## src/rtl/asram_pkg.sv

```systemverilog
`timescale 1ns/100ps
// Package: shared state type and helpers that turn nanosecond minimums
// into cycle counts. Assumes positive integer clock periods in ns.
package asram_pkg;

    typedef enum logic [2:0] {
        ST_IDLE,
        ST_RD_SETUP,
        ST_RD_WAIT,
        ST_RD_CAPTURE,
        ST_WR_SETUP,
        ST_WR_PULSE,
        ST_WR_HOLD,
        ST_TURN
    } asram_state_e;

    // Rounds ns up to whole cycles; zero stays zero.
    function automatic int ns2cyc(input int ns, input int period);
        if (ns <= 0) return 0;
        return (ns + period - 1) / period;
    endfunction

    function automatic int imax(input int a, input int b);
        return (a > b) ? a : b;
    endfunction

endpackage

```

## src/rtl/asram_timer.sv

```systemverilog
`timescale 1ns/100ps
// Phase timer: loaded with (cycles - 1) when a phase starts, counts down
// to zero and reports done while at zero. Assumes the loaded value fits.
module asram_timer #(
    parameter int CNT_W = 4
) (
    input  logic             clk,
    input  logic             rst_n,
    input  logic             load,
    input  logic [CNT_W-1:0] load_val,
    output logic             done
);
    logic [CNT_W-1:0] cnt_q;

    // Count the remaining cycles of the current phase.
    always_ff @(posedge clk) begin
        if (!rst_n)             cnt_q <= '0;
        else if (load)          cnt_q <= load_val;
        else if (cnt_q != '0)   cnt_q <= cnt_q - 1'b1;
    end

    assign done = (cnt_q == '0);
endmodule

```

## src/rtl/asram_seq.sv

```systemverilog
`timescale 1ns/100ps
// Sequencer: walks the read and write phases, loads the phase timer on
// every state change, and remembers whether the last transaction was a
// read so that a following write gets a bus turnaround gap.
// Assumes every phase length is at least one cycle.
module asram_seq
    import asram_pkg::*;
#(
    parameter int CNT_W      = 4,
    parameter int RD_WAIT_C  = 4,
    parameter int WR_PULSE_C = 4,
    parameter int TURN_C     = 2
) (
    input  logic             clk,
    input  logic             rst_n,
    input  logic             host_req,
    input  logic             host_write,
    input  logic             tmr_done,
    output asram_state_e     state,
    output logic             tmr_load,
    output logic [CNT_W-1:0] tmr_val,
    output logic             accept,
    output logic             capture
);
    asram_state_e state_q, nxt;
    logic         rd_last_q;
    int           dur;

    // Choose the next phase.
    always_comb begin
        nxt = state_q;
        case (state_q)
            ST_IDLE:       if (host_req)
                               nxt = host_write ? (rd_last_q ? ST_TURN : ST_WR_SETUP)
                                                : ST_RD_SETUP;
            ST_RD_SETUP:   if (tmr_done) nxt = ST_RD_WAIT;
            ST_RD_WAIT:    if (tmr_done) nxt = ST_RD_CAPTURE;
            ST_RD_CAPTURE: if (tmr_done) nxt = ST_IDLE;
            ST_TURN:       if (tmr_done) nxt = ST_WR_SETUP;
            ST_WR_SETUP:   if (tmr_done) nxt = ST_WR_PULSE;
            ST_WR_PULSE:   if (tmr_done) nxt = ST_WR_HOLD;
            ST_WR_HOLD:    if (tmr_done) nxt = ST_IDLE;
            default:       nxt = ST_IDLE;
        endcase
    end

    // Length of the phase being entered.
    always_comb begin
        case (nxt)
            ST_RD_WAIT:  dur = RD_WAIT_C;
            ST_WR_PULSE: dur = WR_PULSE_C;
            ST_TURN:     dur = TURN_C;
            default:     dur = 1;
        endcase
    end

    // Advance the phase register.
    always_ff @(posedge clk) begin
        if (!rst_n) state_q <= ST_IDLE;
        else        state_q <= nxt;
    end

    // Track whether the most recent accepted transaction was a read.
    always_ff @(posedge clk) begin
        if (!rst_n)      rd_last_q <= 1'b0;
        else if (accept) rd_last_q <= !host_write;
    end

    assign tmr_load = (nxt != state_q);
    assign tmr_val  = CNT_W'(dur - 1);
    assign accept   = (state_q == ST_IDLE) && host_req;
    assign capture  = (state_q == ST_RD_CAPTURE) && tmr_done;
    assign state    = state_q;
endmodule

```

## src/rtl/asram_pins.sv

```systemverilog
`timescale 1ns/100ps
// Pin and host datapath: holds the accepted address and data, decodes the
// memory control pins from the phase, and registers read data.
// Assumes pin outputs are decoded from a single state register.
module asram_pins
    import asram_pkg::*;
#(
    parameter int ADDR_W = 13,
    parameter int DATA_W = 8
) (
    input  logic              clk,
    input  logic              rst_n,
    input  asram_state_e      state,
    input  logic              accept,
    input  logic              capture,
    input  logic [ADDR_W-1:0] host_addr,
    input  logic [DATA_W-1:0] host_wdata,
    input  logic [DATA_W-1:0] mem_d_in,
    output logic              host_ready,
    output logic [DATA_W-1:0] host_rdata,
    output logic              host_rvalid,
    output logic [ADDR_W-1:0] mem_a,
    output logic              mem_cs_lo_n,
    output logic              mem_cs_hi,
    output logic              mem_write_n,
    output logic              mem_outen_n,
    output logic [DATA_W-1:0] mem_d_out,
    output logic              mem_d_drive
);
    logic [ADDR_W-1:0] addr_q;
    logic [DATA_W-1:0] wdata_q, rdata_q;
    logic              rvalid_q, sel;

    // Latch the request fields when a request is accepted.
    always_ff @(posedge clk) begin
        if (!rst_n) begin
            addr_q  <= '0;
            wdata_q <= '0;
        end else if (accept) begin
            addr_q  <= host_addr;
            wdata_q <= host_wdata;
        end
    end

    // Register the bus at the end of the capture phase and flag it.
    always_ff @(posedge clk) begin
        if (!rst_n) begin
            rdata_q  <= '0;
            rvalid_q <= 1'b0;
        end else begin
            rvalid_q <= capture;
            if (capture) rdata_q <= mem_d_in;
        end
    end

    // Decode memory control pins from the phase.
    always_comb begin
        sel         = (state != ST_IDLE) && (state != ST_TURN);
        mem_cs_lo_n = !sel;
        mem_cs_hi   = sel;
        mem_write_n = (state != ST_WR_PULSE);
        mem_outen_n = !((state == ST_RD_WAIT) || (state == ST_RD_CAPTURE));
        mem_d_drive = (state == ST_WR_SETUP) || (state == ST_WR_PULSE) ||
                      (state == ST_WR_HOLD);
    end

    assign host_ready  = (state == ST_IDLE);
    assign host_rdata  = rdata_q;
    assign host_rvalid = rvalid_q;
    assign mem_a       = addr_q;
    assign mem_d_out   = wdata_q;
endmodule

```

## src/rtl/asram_ctrl.sv

```systemverilog
`timescale 1ns/100ps
// Top: asynchronous SRAM controller. Converts ns timing minimums into
// phase lengths and wires sequencer, phase timer and pin datapath.
// Assumes the bus is resolved outside from mem_d_out/mem_d_drive.
module asram_ctrl
    import asram_pkg::*;
#(
    parameter int ADDR_W        = 13,
    parameter int DATA_W        = 8,
    parameter int CLK_PERIOD_NS = 4,
    parameter int T_RC_NS       = 20,
    parameter int T_AA_NS       = 20,
    parameter int T_DOE_NS      = 9,
    parameter int T_WC_NS       = 20,
    parameter int T_AW_NS       = 15,
    parameter int T_PWE_NS      = 15,
    parameter int T_SD_NS       = 10,
    parameter int T_HZ_NS       = 8
) (
    input  logic              clk,
    input  logic              rst_n,
    input  logic              host_req,
    input  logic              host_write,
    input  logic [ADDR_W-1:0] host_addr,
    input  logic [DATA_W-1:0] host_wdata,
    output logic              host_ready,
    output logic [DATA_W-1:0] host_rdata,
    output logic              host_rvalid,
    output logic [ADDR_W-1:0] mem_a,
    output logic              mem_cs_lo_n,
    output logic              mem_cs_hi,
    output logic              mem_write_n,
    output logic              mem_outen_n,
    output logic [DATA_W-1:0] mem_d_out,
    input  logic [DATA_W-1:0] mem_d_in,
    output logic              mem_d_drive
);
    localparam int RC_C  = ns2cyc(T_RC_NS,  CLK_PERIOD_NS);
    localparam int AA_C  = ns2cyc(T_AA_NS,  CLK_PERIOD_NS);
    localparam int DOE_C = ns2cyc(T_DOE_NS, CLK_PERIOD_NS);
    localparam int WC_C  = ns2cyc(T_WC_NS,  CLK_PERIOD_NS);
    localparam int AW_C  = ns2cyc(T_AW_NS,  CLK_PERIOD_NS);
    localparam int PWE_C = ns2cyc(T_PWE_NS, CLK_PERIOD_NS);
    localparam int SD_C  = ns2cyc(T_SD_NS,  CLK_PERIOD_NS);
    localparam int HZ_C  = ns2cyc(T_HZ_NS,  CLK_PERIOD_NS);
    // Select cycle precedes the wait; capture cycle follows it.
    localparam int RD_WAIT_C  = imax(imax(1, AA_C - 1), imax(DOE_C, RC_C - 2));
    // Setup cycle precedes the strobe; hold cycle follows it.
    localparam int WR_PULSE_C = imax(imax(imax(1, PWE_C), SD_C),
                                     imax(AW_C - 1, WC_C - 2));
    localparam int TURN_C     = imax(1, HZ_C);
    localparam int MAX_C      = imax(imax(RD_WAIT_C, WR_PULSE_C), TURN_C);
    localparam int CNT_W      = $clog2(MAX_C + 1);

    asram_state_e     state;
    logic             tmr_load, tmr_done, accept, capture;
    logic [CNT_W-1:0] tmr_val;

    asram_seq #(
        .CNT_W      (CNT_W),
        .RD_WAIT_C  (RD_WAIT_C),
        .WR_PULSE_C (WR_PULSE_C),
        .TURN_C     (TURN_C)
    ) u_seq (
        .clk        (clk),
        .rst_n      (rst_n),
        .host_req   (host_req),
        .host_write (host_write),
        .tmr_done   (tmr_done),
        .state      (state),
        .tmr_load   (tmr_load),
        .tmr_val    (tmr_val),
        .accept     (accept),
        .capture    (capture)
    );

    asram_timer #(.CNT_W(CNT_W)) u_tmr (
        .clk      (clk),
        .rst_n    (rst_n),
        .load     (tmr_load),
        .load_val (tmr_val),
        .done     (tmr_done)
    );

    asram_pins #(.ADDR_W(ADDR_W), .DATA_W(DATA_W)) u_pins (
        .clk         (clk),
        .rst_n       (rst_n),
        .state       (state),
        .accept      (accept),
        .capture     (capture),
        .host_addr   (host_addr),
        .host_wdata  (host_wdata),
        .mem_d_in    (mem_d_in),
        .host_ready  (host_ready),
        .host_rdata  (host_rdata),
        .host_rvalid (host_rvalid),
        .mem_a       (mem_a),
        .mem_cs_lo_n (mem_cs_lo_n),
        .mem_cs_hi   (mem_cs_hi),
        .mem_write_n (mem_write_n),
        .mem_outen_n (mem_outen_n),
        .mem_d_out   (mem_d_out),
        .mem_d_drive (mem_d_drive)
    );
endmodule

```

## config.mk

```make
export PLATFORM = sky130hd
export DESIGN_NAME = asram_ctrl
export DESIGN_NICKNAME = d
export VERILOG_FILES = /design/src/rtl/asram_pkg.sv /design/src/rtl/asram_timer.sv /design/src/rtl/asram_seq.sv /design/src/rtl/asram_pins.sv /design/src/rtl/asram_ctrl.sv
export SDC_FILE = /design/constraint.sdc
export NUM_CORES = 1
export LEC_CHECK = 0
export BUFFER_PORTS_ARGS = -buffer_cell sky130_fd_sc_hd__clkbuf_2
export CAP_MARGIN = 20
export CORE_UTILIZATION = 48
export CTS_CLUSTER_DIAMETER = 60
export DETAILED_ROUTE_END_ITERATION = 6
export HOLD_SLACK_MARGIN = 0.12
export PLACE_DENSITY = 0.78
export SLEW_MARGIN = 10
export SYNTH_ARGS = -nofsm -noshare
export SYNTH_HDL_FRONTEND = slang
export SYNTH_HIERARCHICAL = 1
export SYNTH_SLANG_ARGS = --single-unit
```

## constraint.sdc

```tcl
create_clock -name clk -period 2.6 [get_ports clk]
set_clock_uncertainty 0.1 [all_clocks]
set_input_delay 0.52 -clock clk [delete_from_list [all_inputs] [get_ports clk]]
set_output_delay 0.52 -clock clk [all_outputs]
set_load 0.005 [all_outputs]
```

==> run summary, run 1 <==
Count of pins over their slew limit: 0
Status: completed
Max Buffers Root-to-Sink: 2
Cts hold-fix bufs: 0
Tightest Pin Transition: 0.521 ns
Clock sinks: 37
Initial antenna violation count: 0
Warning count from the yosys run: 6
Crit path DAT: 2.40 ns
Peak VDD IR: 0.493 mV
Total power: 2.10 mW
GRT overflow: 0
DRC: 0
Register area: 741 µm²
Root buf cell: clkbuf_4
CTS tree: built
Area of the multi-input gates: 888 µm²
Worst-path clk slew: 0.11 ns
Syn Nets: 198
Post-synthesis async set-or-reset flop share: 0%
Avg Cell Area, Syn: 10.6 µm²
Routed via count: 1342
RSZ-0062 raised after global routing: false
Setup WS pre-CTS: 0.351 ns
Input/output buffers: 68
Tcrit/Tclk final: 87.2%
GRT Total Usage: 15.6%
Core box area: 3390 µm²
CP Capture Type: register
Detailed Route WL: 3090 µm
Vias/cell: 4.83
Crit path setup slack, layout: 0.334 ns
Inserted Clock Buffers: 5
Post-DP HPWL: 2260 µm
Synth Cell Area: 1730 µm²
CTS resizes: 0
Fin nets: 267
Total die area: 3840 µm²
Io pins: 69
Max FO, Critical Path: 7
Final instance area: 2120 µm²
First-pass GRT wire length: 4400 µm
Sequential area share after synthesis: 42.9%
Min-delay worst type: in2reg
Cells after Synth: 163
Die X-Extent: 62.0 µm
Wire per inst: 11.1 µm
Post-CTS Setup Inserts: 0
Die Y: 62.0 µm
Routability cong.: 0.795
Leak: 0.924 nW
Starting DRT DRC Count: 36
Synth-to-Final Area Change: 22.8%
Util after Layout: 62.5%
Power Density: 989 nW/µm²
Critical Path Source Type: register
Number of global-route vias before repair: 1003
Cell variety after synth: 37
EDFF count, synth: 0
FP Rows: 21
# setup viols final: 0
Antenna cells: 0
Register bit total from synthesis: 37
CP Data Required Time: 2.73 ns
Initial Util: 50.9%
Fillcell total: 289
Placed cell area: 2060 µm²
Post-layout minimum cycle time: 2.27 ns
Final Hold Violating Endpoints: 0
H-tree Lvls: 2
Largest net degree at the start of global routing: 36
DRT antenna net count: 0
Worst skew pair latency: 0.34 ns
Setup CP Type: reg2reg
Max-cap viol count: 0
Main flop type after synthesis: dfxtp_1
Fmax: 0.441 GHz
Share of cells above drive strength 1: 38.4%
Most frequent cells in the layout: clkbuf_2, dfxtp_1, nor2b_1
Slew HR: 65.2%
First-pass DRT Iterations: 4
Commonest non-fill, non-tap cell in the layout: clkbuf_2
TNS Setup: 0 ns
final timing paths:
kind | start | to | slack (ns) | cells past startpoint
setup / recovery | u_tmr/cnt_q[0] | u_tmr/cnt_q[1] | 0.33 | 10
hold / removal | host_write | u_seq/rd_last_q | 0.31 | 2
setup reg to reg | u_tmr/cnt_q[0] | u_tmr/cnt_q[1] | 0.33 | 10
hold reg to reg | u_seq/rd_last_q | u_seq/rd_last_q | 0.42 | 2
worst max-delay path: stages, from the launching register on:
cell and delay [ns]:
dfxtp_1 0.36, inv_1 0.07, ha_1 0.23, nand2b_1 0.13, inv_1 0.13, or2b_1 0.25, a32oi_2 0.25, nand2_1 0.13
o22ai_2 0.16, nor2b_2 0.06, a2111oi_1 0.31
sequential cells by signal, indices dropped and copies added, names as in the netlist:
name                flops
u_pins/host_rdata       8
u_pins/host_rvalid      1
u_seq/state             3
u_pins/mem_d_out        8
u_pins/mem_a           13
u_seq/rd_last_q         1
u_tmr/cnt_q             3
where the power goes:
part	leakage, nW	internal, mW	total (mW)	switching (mW)
Combinational	0.591	0.511	0.987	0.476
Clock	0.0303	0.127	0.306	0.180
Sequential	0.303	0.687	0.802	0.115
cell usage after synthesis (2+ instances only):
library cell / instances / area [µm²]
dfxtp_1: 37 / 741
nor2b_1: 33 / 206
mux2i_1: 29 / 290
nand2b_1: 6 / 37.5
inv_1: 5 / 18.8
and2_1: 4 / 25.0
clkbuf_1: 3 / 11.3
nand2_1: 3 / 11.3
nand3b_1: 3 / 22.5
nor2_1: 3 / 11.3
a2111oi_1: 2 / 20.0
and2b_2: 2 / 17.5
buf_12: 2 / 40.0
buf_4: 2 / 15.0
ha_1: 2 / 25.0
nand3_1: 2 / 10.0
nor2b_2: 2 / 17.5
nor3b_1: 2 / 15.0
nor4b_1: 2 / 17.5
or2b_1: 2 / 15.0
cell type report:
class                   count  area share (%)
flip-flops and latches     37            34.9
clock buffers               6            2.42
repair buffers             70            16.8
inverters                   5           0.885
clock inverters             1           0.354
well taps                  46            2.72
multi-input cells         113            41.9
routing by layer:
metal	up-vias	wire length (µm)	GRT usage, %
li1	691	-	-
met4	0	19	5.08
met1	592	1540	20.9
met2	57	1320	23.1
met5	-	0	0
met3	2	208	5.80
kinds of logic (layout without fill, tap and decap cells):
kind of cell,after synthesis,count (layout),synth area share [%]
buffers and inverters,13,82,5.58
muxes,30,30,17.5
DFF,37,37,42.9
other,1,1,0.217
AOI/OAI and AO/OA,12,12,6.82
and+or+nand+nor,68,68,25.5
adders and majority gates,2,2,1.45
per-stage QoR:
stage               hold WS, ns  std cells
detailed placement        0.400        271
finish                    0.307        278
global route              0.314        278
floorplan                 0.383        163
global placement          0.396        271
CTS                       0.290        278
Power figures use the tool's default switching activity.
==> inputs of run 2 (changes only) <==
--- a/config.mk
+++ b/config.mk
@@ -7,11 +7,13 @@
 export LEC_CHECK = 0
 export BUFFER_PORTS_ARGS = -buffer_cell sky130_fd_sc_hd__clkbuf_2
 export CAP_MARGIN = 20
+export CORE_ASPECT_RATIO = 2
 export CORE_UTILIZATION = 48
 export CTS_CLUSTER_DIAMETER = 60
 export DETAILED_ROUTE_END_ITERATION = 6
 export HOLD_SLACK_MARGIN = 0.12
 export PLACE_DENSITY = 0.78
+export RECOVER_POWER = 100
 export SLEW_MARGIN = 10
 export SYNTH_ARGS = -nofsm -noshare
 export SYNTH_HDL_FRONTEND = slang
==> run 2 against run 1 <==
Total power increased by 10%. Sequential cell count unchanged. Via count increased by 1.9%. Register-to-register slack improved by 0.02 ns. Clock-buffer cell count decreased by 1. Worst setup slack improved by 0.018 ns.
==> run summary, run 2 (synthesis results as in run 1) <==
Util after Layout: 63.3% (+0.80 points)
Core box area: 3420 µm² (+0.78%)
Slew HR: 61.3% (-3.9 points)
Wire per inst: 11.8 µm (+5.9%)
Setup WS pre-CTS: 0.375 ns (+0.0237 ns)
Total die area: 3850 µm² (+0.38%)
Post-layout minimum cycle time: 2.25 ns (-0.0175 ns)
RSZ-0062 raised after global routing: false
Placed cell area: 2080 µm² (+0.73%)
# setup viols final: 0 (unchanged)
Most frequent cells in the layout: clkbuf_2, dfxtp_1, nor2b_1
TNS Setup: 0 ns (unchanged)
Area of the multi-input gates: 871 µm² (-2.0%)
Largest net degree at the start of global routing: 36 (unchanged)
Share of cells above drive strength 1: 31.6% (-6.7 points)
Tightest Pin Transition: 0.580 ns (+0.0587 ns)
First-pass DRT Iterations: 4 (unchanged)
Root buf cell: clkbuf_8
Post-DP HPWL: 2560 µm (+13%)
First-pass GRT wire length: 5260 µm (+20%)
CTS tree: built
Min-delay src: host_write
Switching Share: 33.2% (-3.6 points)
Reg2reg start: u_tmr/cnt_q[0]
Power share of the clock group: 25.0% (+10 points)
Routed via count: 1368 (+1.9%)
Peak VDD IR: 0.635 mV (+29%)
Worst Hold Depth: 2 (unchanged)
Min-delay worst type: in2reg
Critical Path Source Type: register
CP Capture Type: register
Cts hold-fix bufs: 0 (unchanged)
Sequential fraction of design power: 34.7% (-3.6 points)
Hold EP: u_seq/rd_last_q
Max FO, Critical Path: 7 (unchanged)
Count of pins over their slew limit: 0 (unchanged)
Register area: 741 µm² (unchanged)
Fmax: 0.445 GHz (+0.78%)
GRT Total Usage: 18.2% (+2.6 points)
Leak: 0.916 nW (-0.91%)
R2R cell count: 10 (unchanged)
Power Density: 1070 nW/µm² (+8.1%)
Setup CP Type: reg2reg
Tcrit/Tclk final: 86.5% (-0.67 points)
Antenna cells: 0 (unchanged)
Final instance area: 2160 µm² (+2.1%)
Vias/cell: 4.85 (+0.49%)
Fin nets: 268 (+0.37%)
Fillcell total: 319 (+10%)
Detailed Route WL: 3320 µm (+7.5%)
Number of global-route vias before repair: 1280 (+28%)
H-tree Lvls: 2 (unchanged)
Post-CTS Setup Inserts: 0 (unchanged)
Io pins: 69 (unchanged)
Worst skew pair latency: 0.28 ns (-0.06 ns)
# placed instances: 274 (+1.1%)
DRC: 0 (unchanged)
Max Buffers Root-to-Sink: 2 (unchanged)
Die X-Extent: 44.4 µm (-28%)
Inserted Clock Buffers: 5 (unchanged)
Max-cap viol count: 0 (unchanged)
Commonest non-fill, non-tap cell in the layout: clkbuf_2
Starting DRT DRC Count: 16 (-56%)
Initial antenna violation count: 0 (unchanged)
Max FFs per register: 13 (unchanged)
DRT antenna net count: 0 (unchanged)
CTS resizes: 0 (unchanged)
GRT overflow: 0 (unchanged)
Synth-to-Final Area Change: 25.4%
Final Hold Violating Endpoints: 0 (unchanged)
Initial Util: 50.5% (-0.39 points)
Status: completed
Worst-path clk slew: 0.07 ns (-0.04 ns)
CP Data Required Time: 2.68 ns (-0.05 ns)
P_sw: 0.768 mW (-0.44%)
P_int: 1.54 mW (+17%)
Input/output buffers: 68 (unchanged)
Routability cong.: 0.818 (+2.8%)
FF-to-FF setup slack: 0.35 ns (+0.02 ns)
Crit path DAT: 2.33 ns (-0.07 ns)
Combinational Power Share: 40.3% (-6.8 points)
Die Y: 86.8 µm (+40%)
Final std cells w/o fill: 282 (+1.4%)
FP Rows: 30 (+43%)
Clock sinks: 37 (unchanged)
RR Endpoint: u_tmr/cnt_q[1]
Crit path setup slack, layout: 0.351 ns (+0.0175 ns)
## run 2: layout make-up
cell class	count	share of cell area, %
clock buffer	5	3.18
sequential	37	34.2
timing repair buffer	71	15.7
tap	48	2.78
inverter	5	0.868
multi-input combinational	113	40.3
clock inverter	3	3.01
## run 2: power by group through the flow
stage	logic, mW	clock network (mW)	registers, mW
4_1_cts	1.00	0.599	0.808
6_report	0.932	0.578	0.802
2_1_floorplan	0.795	0	0.799
3_3_place_gp	0.978	0	0.816
5_1_grt	1.05	0.613	0.823
3_5_place_dp	1.00	0	0.819
## run 2: worst max-delay path: stages (launching register included)
cell	delay, ns
dfxtp_1	0.32
inv_1	0.08
ha_1	0.20
nand2b_1	0.10
inv_1	0.17
nand2b_1	0.08
a211oi_1	0.42
nand2_1	0.13
o22ai_1	0.21
nor2b_2	0.06
a2111oi_1	0.28
## run 2: worst max-delay path by stage
stage,cells past startpoint,start,slack [ns],to
floorplan,10,u_tmr/cnt_q[0],0.58,u_tmr/cnt_q[1]
global placement,10,u_tmr/cnt_q[0],0.45,u_tmr/cnt_q[1]
global route,10,u_tmr/cnt_q[0],0.07,u_tmr/cnt_q[0]
finish,10,u_tmr/cnt_q[0],0.35,u_tmr/cnt_q[1]
detailed placement,10,u_tmr/cnt_q[0],0.37,u_tmr/cnt_q[0]
CTS,10,u_tmr/cnt_q[0],0.35,u_tmr/cnt_q[0]
## run 2: layer usage
metal / GRT usage, % / vias to the layer above / share of wire, %
met5: 0 / - / 0
met4: 9.09 / 0 / 2.1
met3: 3.13 / 8 / 4.2
met2: 34.6 / 42 / 57
met1: 17.5 / 631 / 37
li1: - / 687 / -
## run 2: per-stage QoR
stage	hold slack [ns]	total power [mW]
2_1_floorplan	0.383	1.59
3_5_place_dp	0.403	1.82
3_3_place_gp	0.396	1.79
6_report	0.365	2.31
5_1_grt	0.377	2.48
4_1_cts	0.359	2.41
